==> config.mk <==
export PLATFORM = sky130hd
export DESIGN_NAME = striped_bank_arbiter
export DESIGN_NICKNAME = d
export VERILOG_FILES = /design/src/rtl/sbank_pkg.sv /design/src/rtl/sbank_rr_arbiter.sv /design/src/rtl/sbank_bank_store.sv /design/src/rtl/striped_bank_arbiter.sv
export SDC_FILE = /design/constraint.sdc
export NUM_CORES = 2
export LEC_CHECK = 0
export BUFFER_PORTS_ARGS = -buffer_cell sky130_fd_sc_hd__buf_4
export CORE_MARGIN = 4
export CORE_UTILIZATION = 35
export CTS_BUF_LIST = sky130_fd_sc_hd__clkbuf_16
export CTS_CLUSTER_DIAMETER = 100
export DETAILED_ROUTE_END_ITERATION = 10
export SLEW_MARGIN = 25
export SYNTH_ARGS = -nofsm -noshare
export SYNTH_HDL_FRONTEND = slang
export SYNTH_HIERARCHICAL = 1
export SYNTH_SLANG_ARGS = --single-unit
export TNS_END_PERCENT = 50
==> constraint.sdc <==
create_clock -name clk -period 6.2 [get_ports clk]
set_clock_uncertainty 0.1 [all_clocks]
set_input_delay 0.62 -clock clk [delete_from_list [all_inputs] [get_ports clk]]
set_output_delay 0.62 -clock clk [all_outputs]
set_load 0.05 [all_outputs]
==> src/rtl/sbank_pkg.sv <==
package sbank_pkg;

   // home bank of a function unit: its index modulo the bank count
   function automatic int home_bank(input int unit_idx, input int nbanks);
      return unit_idx % nbanks;
   endfunction

   // slot of a unit among the units sharing its home bank
   function automatic int home_slot(input int unit_idx, input int nbanks);
      return unit_idx / nbanks;
   endfunction

   // unit index owning slot k of bank b
   function automatic int slot_unit(input int bank_idx, input int slot, input int nbanks);
      return slot * nbanks + bank_idx;
   endfunction

endpackage

==> src/rtl/sbank_rr_arbiter.sv <==
module sbank_rr_arbiter #(
   parameter int N = 8
) (
   input  logic         clk,
   input  logic         rst_n,
   input  logic [N-1:0] req,
   output logic [N-1:0] gnt
);
   localparam int PW = (N > 1) ? $clog2(N) : 1;

   logic [PW-1:0] ptr_q;
   logic [PW-1:0] win;
   logic          found;

   // scan upward from the pointer, wrapping at N
   always_comb begin
      int idx;
      gnt   = '0;
      win   = ptr_q;
      found = 1'b0;
      for (int i = 0; i < N; i++) begin
         idx = int'(ptr_q) + i;
         if (idx >= N) idx = idx - N;
         if (!found && req[idx]) begin
            found    = 1'b1;
            gnt[idx] = 1'b1;
            win      = PW'(idx);
         end
      end
   end

   always_ff @(posedge clk) begin
      if (!rst_n) begin
         ptr_q <= '0;
      end else if (found) begin
         ptr_q <= (win == PW'(N - 1)) ? '0 : win + 1'b1;
      end
   end

   p_grant_onehot_r4: assert property (@(posedge clk) disable iff (!rst_n)
      $onehot0(gnt)) else $error("more than one crossing grant");

   p_grant_in_req_r6: assert property (@(posedge clk) disable iff (!rst_n)
      (gnt & ~req) == '0) else $error("grant without request");

   p_work_conserving_r5: assert property (@(posedge clk) disable iff (!rst_n)
      (|req) |-> (|gnt)) else $error("requests pending but nothing granted");

endmodule

==> src/rtl/sbank_bank_store.sv <==
module sbank_bank_store #(
   parameter int ROWS   = 8,
   parameter int DATA_W = 32,
   parameter int NUM_RD = 3,
   parameter int NUM_WR = 2
) (
   input  logic                              clk,
   input  logic                              rst_n,
   input  logic [NUM_RD*$clog2(ROWS)-1:0]    rd_row,
   output logic [NUM_RD*DATA_W-1:0]          rd_dat,
   input  logic [NUM_WR-1:0]                 wr_en,
   input  logic [NUM_WR*$clog2(ROWS)-1:0]    wr_row,
   input  logic [NUM_WR*DATA_W-1:0]          wr_dat
);
   localparam int RA = $clog2(ROWS);

   logic [DATA_W-1:0] mem_q [ROWS];

   // later write ports override earlier ones on a shared row
   always_ff @(posedge clk) begin
      if (!rst_n) begin
         for (int r = 0; r < ROWS; r++) mem_q[r] <= '0;
      end else begin
         for (int k = 0; k < NUM_WR; k++) begin
            if (wr_en[k]) mem_q[wr_row[k*RA +: RA]] <= wr_dat[k*DATA_W +: DATA_W];
         end
      end
   end

   for (genvar p = 0; p < NUM_RD; p++) begin : g_rd
      assign rd_dat[p*DATA_W +: DATA_W] = mem_q[rd_row[p*RA +: RA]];
   end

endmodule

==> src/rtl/striped_bank_arbiter.sv <==
module striped_bank_arbiter
   import sbank_pkg::*;
#(
   parameter int NUM_FU    = 8,
   parameter int NUM_BANKS = 4,
   parameter int NUM_REGS  = 32,
   parameter int DATA_W    = 32
) (
   input  logic                                 clk,
   input  logic                                 rst_n,
   input  logic [NUM_FU-1:0]                    rd_req,
   input  logic [NUM_FU*$clog2(NUM_REGS)-1:0]   rd_addr,
   output logic [NUM_FU-1:0]                    rd_grant,
   output logic [NUM_FU*DATA_W-1:0]             rd_data,
   input  logic [NUM_FU-1:0]                    wr_req,
   input  logic [NUM_FU*$clog2(NUM_REGS)-1:0]   wr_addr,
   input  logic [NUM_FU*DATA_W-1:0]             wr_data,
   output logic [NUM_FU-1:0]                    wr_err
);
   localparam int REG_AW   = $clog2(NUM_REGS);
   localparam int BANK_W   = $clog2(NUM_BANKS);
   localparam int ROW_AW   = REG_AW - BANK_W;
   localparam int ROWS     = NUM_REGS / NUM_BANKS;
   localparam int PER_BANK = NUM_FU / NUM_BANKS;

   // elaboration-time parameter checks
   if (NUM_BANKS != 2 && NUM_BANKS != 4) begin : g_bad_banks
      $error("NUM_BANKS must be 2 or 4");
   end
   if (NUM_FU % NUM_BANKS != 0) begin : g_bad_fu
      $error("NUM_FU must be a multiple of NUM_BANKS");
   end
   if ((1 << REG_AW) != NUM_REGS || NUM_REGS < 2 * NUM_BANKS) begin : g_bad_regs
      $error("NUM_REGS must be a power of two of at least twice NUM_BANKS");
   end

   // per-unit decode
   logic [REG_AW-1:0] rd_reg  [NUM_FU];
   logic [REG_AW-1:0] wr_reg  [NUM_FU];
   logic [DATA_W-1:0] wr_val  [NUM_FU];
   logic [BANK_W-1:0] rd_bank [NUM_FU];
   logic [BANK_W-1:0] wr_bank [NUM_FU];
   logic [NUM_FU-1:0] rd_home;
   logic [NUM_FU-1:0] wr_home;

   always_comb begin
      for (int u = 0; u < NUM_FU; u++) begin
         rd_reg[u]  = rd_addr[u*REG_AW +: REG_AW];
         wr_reg[u]  = wr_addr[u*REG_AW +: REG_AW];
         wr_val[u]  = wr_data[u*DATA_W +: DATA_W];
         rd_bank[u] = rd_reg[u][BANK_W-1:0];
         wr_bank[u] = wr_reg[u][BANK_W-1:0];
         rd_home[u] = (rd_bank[u] == BANK_W'(home_bank(u, NUM_BANKS)));
         wr_home[u] = (wr_bank[u] == BANK_W'(home_bank(u, NUM_BANKS)));
      end
   end

   // crossing requests per bank
   logic [NUM_FU-1:0] x_req [NUM_BANKS];
   logic [NUM_FU-1:0] x_gnt [NUM_BANKS];
   logic [ROW_AW-1:0] x_row [NUM_BANKS];
   logic [DATA_W-1:0] x_dat [NUM_BANKS];

   always_comb begin
      for (int b = 0; b < NUM_BANKS; b++) begin
         for (int u = 0; u < NUM_FU; u++) begin
            x_req[b][u] = rd_req[u] && !rd_home[u] && (rd_bank[u] == BANK_W'(b));
         end
      end
   end

   // crossing mux select: row of the granted foreign unit
   always_comb begin
      for (int b = 0; b < NUM_BANKS; b++) begin
         x_row[b] = '0;
         for (int u = 0; u < NUM_FU; u++) begin
            if (x_gnt[b][u]) x_row[b] = x_row[b] | rd_reg[u][REG_AW-1:BANK_W];
         end
      end
   end

   // home-port wiring: fixed, no multiplexing
   logic [PER_BANK*ROW_AW-1:0] h_row  [NUM_BANKS];
   logic [PER_BANK*DATA_W-1:0] h_dat  [NUM_BANKS];
   logic [PER_BANK-1:0]        b_wen  [NUM_BANKS];
   logic [PER_BANK*ROW_AW-1:0] b_wrow [NUM_BANKS];
   logic [PER_BANK*DATA_W-1:0] b_wdat [NUM_BANKS];

   always_comb begin
      int u;
      for (int b = 0; b < NUM_BANKS; b++) begin
         for (int k = 0; k < PER_BANK; k++) begin
            u = slot_unit(b, k, NUM_BANKS);
            h_row[b][k*ROW_AW +: ROW_AW]  = rd_reg[u][REG_AW-1:BANK_W];
            b_wen[b][k]                   = wr_req[u] && wr_home[u];
            b_wrow[b][k*ROW_AW +: ROW_AW] = wr_reg[u][REG_AW-1:BANK_W];
            b_wdat[b][k*DATA_W +: DATA_W] = wr_val[u];
         end
      end
   end

   for (genvar b = 0; b < NUM_BANKS; b++) begin : g_bank
      logic [(PER_BANK+1)*DATA_W-1:0] bank_rd;

      sbank_rr_arbiter #(
         .N (NUM_FU)
      ) arb_i (
         .clk   (clk),
         .rst_n (rst_n),
         .req   (x_req[b]),
         .gnt   (x_gnt[b])
      );

      sbank_bank_store #(
         .ROWS   (ROWS),
         .DATA_W (DATA_W),
         .NUM_RD (PER_BANK + 1),
         .NUM_WR (PER_BANK)
      ) store_i (
         .clk    (clk),
         .rst_n  (rst_n),
         .rd_row ({x_row[b], h_row[b]}),
         .rd_dat (bank_rd),
         .wr_en  (b_wen[b]),
         .wr_row (b_wrow[b]),
         .wr_dat (b_wdat[b])
      );

      assign h_dat[b] = bank_rd[PER_BANK*DATA_W-1:0];
      assign x_dat[b] = bank_rd[PER_BANK*DATA_W +: DATA_W];
   end

   // return path to each unit
   always_comb begin
      int hb;
      int hs;
      for (int u = 0; u < NUM_FU; u++) begin
         hb = home_bank(u, NUM_BANKS);
         hs = home_slot(u, NUM_BANKS);
         rd_grant[u]                 = 1'b0;
         rd_data[u*DATA_W +: DATA_W] = '0;
         if (rd_req[u]) begin
            if (rd_home[u]) begin
               rd_grant[u]                 = 1'b1;
               rd_data[u*DATA_W +: DATA_W] = h_dat[hb][hs*DATA_W +: DATA_W];
            end else if (x_gnt[rd_bank[u]][u]) begin
               rd_grant[u]                 = 1'b1;
               rd_data[u*DATA_W +: DATA_W] = x_dat[rd_bank[u]];
            end
         end
      end
   end

   always_ff @(posedge clk) begin
      if (!rst_n) begin
         wr_err <= '0;
      end else begin
         for (int u = 0; u < NUM_FU; u++) wr_err[u] <= wr_req[u] && !wr_home[u];
      end
   end

   for (genvar u = 0; u < NUM_FU; u++) begin : g_unit_chk
      p_home_read_r3: assert property (@(posedge clk) disable iff (!rst_n)
         (rd_req[u] && rd_addr[u*REG_AW +: BANK_W] == BANK_W'(u % NUM_BANKS)) |-> rd_grant[u])
         else $error("home read not granted");

      p_grant_needs_req_r6: assert property (@(posedge clk) disable iff (!rst_n)
         rd_grant[u] |-> rd_req[u]) else $error("read grant without request");

      p_err_after_write_r8: assert property (@(posedge clk) disable iff (!rst_n)
         wr_err[u] |-> $past(wr_req[u])) else $error("write error without a write");
   end

endmodule

==> results.toml <==
[grt]
grt_max_degree = 122
antenna_found_initial = 89
grt_pass1_wl_um = 638700
grt-ovfl-total = 0
grt_usage_pct = 33.71
grt_pass1_vias = 76875

[timing]
finalWorstSetupSlack_ns = -1.175
finalCritPeriodShare_pct = 118.9
finalMaxSlewViolations = 0
setup-violations-final = 257
fin_crit_ns = 7.375
slew_headroom_pct = 22.96
final_hold_viol_count = 0
fmax_ghz = 0.1356
rsz0062_at_grt = "true"
tightest_slew_ns = 1.153

[synth]
yosysWarnings = 6
syn_area_sq_um = 91700
synth_cells = 7589
synth_ff_type = "edfxtp_1"
synth-seq-area-share_pct = 33.97
synth_seq_cells = 1044
synth_edf_count = 1024
yosysUniqueCellTypes = 91
synthArstFlopShare_pct = 0
syn_area_per_cell_sq_um = 12.08

[worst_setup_path]
slowest_stage = "mux4_2"
rr_endpoint = "g_bank[1].arb_i/ptr_q[2]$_SDFFE_PN0P_"
path_delay_family = "multiplexers"
reg2reg_slack_ns = 1.62
max_stage_delay_ns = 0.54
arrival_ns = 6.65
crit_path_start_kind = "flop"
worstRegToRegCells = 28
cp-end-kind = "output pin"
critPathKind = "flop to output pin"
timing.rr.start = "g_bank[1].arb_i/ptr_q[1]$_SDFFE_PN0P_"
crit_chain = "inv_2, ha_4, buf_12, mux2i_2, mux4_2, a22oi_4, buf_6, buf_4, nor3_2, mux2_4, mux2_4, a2bb2oi_2, a22oi_1, nand4_1, buf_12, buf_16, buf_12, mux4_2, mux2_4, buf_6, mux2i_2, o22ai_1, o311a_1, buf_6"
critPathMaxFanout = 6
worstPathRequired_ns = 5.48
path_buf_inv = 9

[drt]
wl_per_cell_um = 38.69
drc = 0
wl_um = 474200
routed_via_density = 6.544
drt_pass1_iterations = 9
ant_nets = 0
num_vias = 80200
drtIter0Drc = 10894

[run_status]
violations = "setup timing"
outcome = "finished, violations left"

[floorplanning]
floorplan.initialDensity_pct = 35.24
die_area_sq_um = 270200
fp-row-count = 187
io_pins = 626
die_y_um = 519.8
core-area_sq_um = 260200
die_x_um = 519.8

[cells_and_area]
layout-drive-gt1-share_pct = 50.26
nets = 8985
fill_cells = 23694
syn2layout_area_growth_pct = 26.77
utilization_pct = 44.68

[clock_tree]
cts_tree = "yes"
clk_latency_ns = 0.84
htreeDepth = 4
numCtsBuffers = 137
cts_max_path_buffers = 3
root_buffer = "clkbuf_16"
clk_pin_slew_worst_paths_ns = 0.06
cts_sinks = 1044

[hold_path]
min_path_type = "input port to flop"
hold_start = "wr_data[248]"
whs_endpoint = "g_bank[3].store_i/mem_q[1][24]$_DFFE_PP_"
hold_depth = 2

[placed_design]
hpwlAfterDp_um = 314000
gp_congestion = 1.014
port_buffers = 625

[flow_run]
drv_cap = 0
==> cell type report <==
cell class              instances  area, sq um  area share [%]
diodes                         59        147.6          0.1270
clock buffers                 142         3553           3.057
clock inverters               106        994.7          0.8557
inverters                      40        165.2          0.1421
multi-input cells            5803        59570           51.24
flip-flops and latches       1044        31160           26.81
well taps                    3496         4374           3.763
repair buffers               1565        16280           14.01
==> kinds of logic after synthesis <==
group,Yosys count,synth area share (%)
fa+ha+maj,40,0.5458
compound gates,795,6.204
flops,1044,33.97
mux,2856,44.37
other cells,1,0.004090
buf+inv,793,4.119
xor+xnor,22,0.2101
simple gates,2038,10.58
==> Yosys cell counts, types with 12 or more instances <==
cell type  number  area, sq um
a211oi_1       76        570.6
a21oi_1        50        250.2
a22o_1         14        122.6
a22oi_1        56        420.4
and3_1        146        913.4
buf_1          49        183.9
buf_2         284         1421
buf_4          67        503.0
buf_6          21        236.5
clkbuf_1      327         1227
dfxtp_1        20        400.4
edfxtp_1     1024        30750
ha_1           40        500.5
inv_1          34        127.6
mux2_2       1433        16140
mux2i_1       590         5906
mux4_2        808        18200
nand2_1        84        315.3
nand2b_1       31        193.9
nand3_1       147        735.7
nand3b_1      141         1059
nand4_1        16        100.1
nor2_1       1250         4692
nor2b_1        86        538.0
nor3_1         40        200.2
nor3_2         51        510.5
o211ai_1       12        90.09
o21ai_0       154        770.7
o221ai_1       24        210.2
o22a_1         64        560.5
o22ai_1       197         1232
o311a_1        65        650.6
xnor2_1        14        122.6
==> how the worst max path moves through the flow <==
stage | from | end | slack (ns) | depth (start not counted)
2_1_floorplan | rd_addr[20] | rd_data[181] | -0.04 | 21
3_3_place_gp | rd_addr[25] | rd_data[114] | -1.27 | 22
3_5_place_dp | rd_addr[25] | rd_data[242] | -1.29 | 22
4_1_cts | g_bank[2].arb_i/ptr_q[1]$_SDFFE_PN0P_ | rd_data[18] | -1.01 | 22
5_1_grt | g_bank[2].arb_i/ptr_q[0]$_SDFFE_PN0P_ | rd_data[146] | -1.21 | 24
6_report | g_bank[2].arb_i/ptr_q[0]$_SDFFE_PN0P_ | rd_data[18] | -1.17 | 24
==> state kept, by name, summed over array words and instances, names as in the netlist <==
signal and flops:
g_bank.arb_i/ptr_q 12, g_bank.store_i/mem_q 1024, wr_err 8
==> through the flow <==
step | TNS [ns] | hold WS, ns | setup slack, ns | std cells | cell area [sq um]
floorplan | -3.680 | 0.5466 | -0.04190 | 7640 | 92140
global placement | -220.14 | 0.5206 | -1.275 | 11825 | 106900
detailed placement | -219.53 | 0.5195 | -1.286 | 11833 | 107100
CTS | -223.91 | 0.0009486 | -1.011 | 12163 | 114600
global route | -269.10 | 0.03680 | -1.209 | 12219 | 116200
finish | -243.04 | 0.05075 | -1.175 | 12255 | 116200
==> per-layer routing <==
layer / routed length [um] / GRT usage [%] / vias up
met5: 705 / 0.6669 / -
met4: 48290 / 28.43 / 57
met3: 64450 / 13.11 / 1473
met2: 199200 / 47.94 / 6134
met1: 161500 / 39.83 / 40488
li1: - / - / 32048
==> cells in the final DEF, fill, tap and decap left out, drive strengths merged, types with 20 or more instances in the layout <==
master | netlist | final
a211oi | 80 | 80
a21oi | 50 | 50
a22oi | 58 | 58
and3 | 146 | 146
buf | 423 | 1542
clkbuf | 330 | 148
clkinv | 6 | 53
conb | 1 | 52
dfxtp | 20 | 20
diode | 0 | 59
edfxtp | 1024 | 1024
ha | 40 | 40
inv | 34 | 68
mux2 | 1448 | 1448
mux2i | 591 | 591
mux4 | 817 | 817
nand2 | 85 | 85
nand2b | 32 | 32
nand3 | 152 | 152
nand3b | 142 | 142
nor2 | 1252 | 1252
nor2b | 86 | 86
nor3 | 91 | 91
o21ai | 155 | 155
o221ai | 24 | 24
o22a | 64 | 64
o22ai | 199 | 199
o311a | 65 | 65
==> timing repair <==
action / CTS / global route
setup endpoints to repair: 256 / 257
pin swaps: 91 / 91
gates cloned: 18 / 7
hold endpoints to repair: 10 / 0
resized for setup: 503 / 290
hold buffers: 17 / 0
buffers inserted: 66 / 46
Power is not shown: default switching activity piles up to over one toggle a cycle in this logic, so the estimate is an artifact.
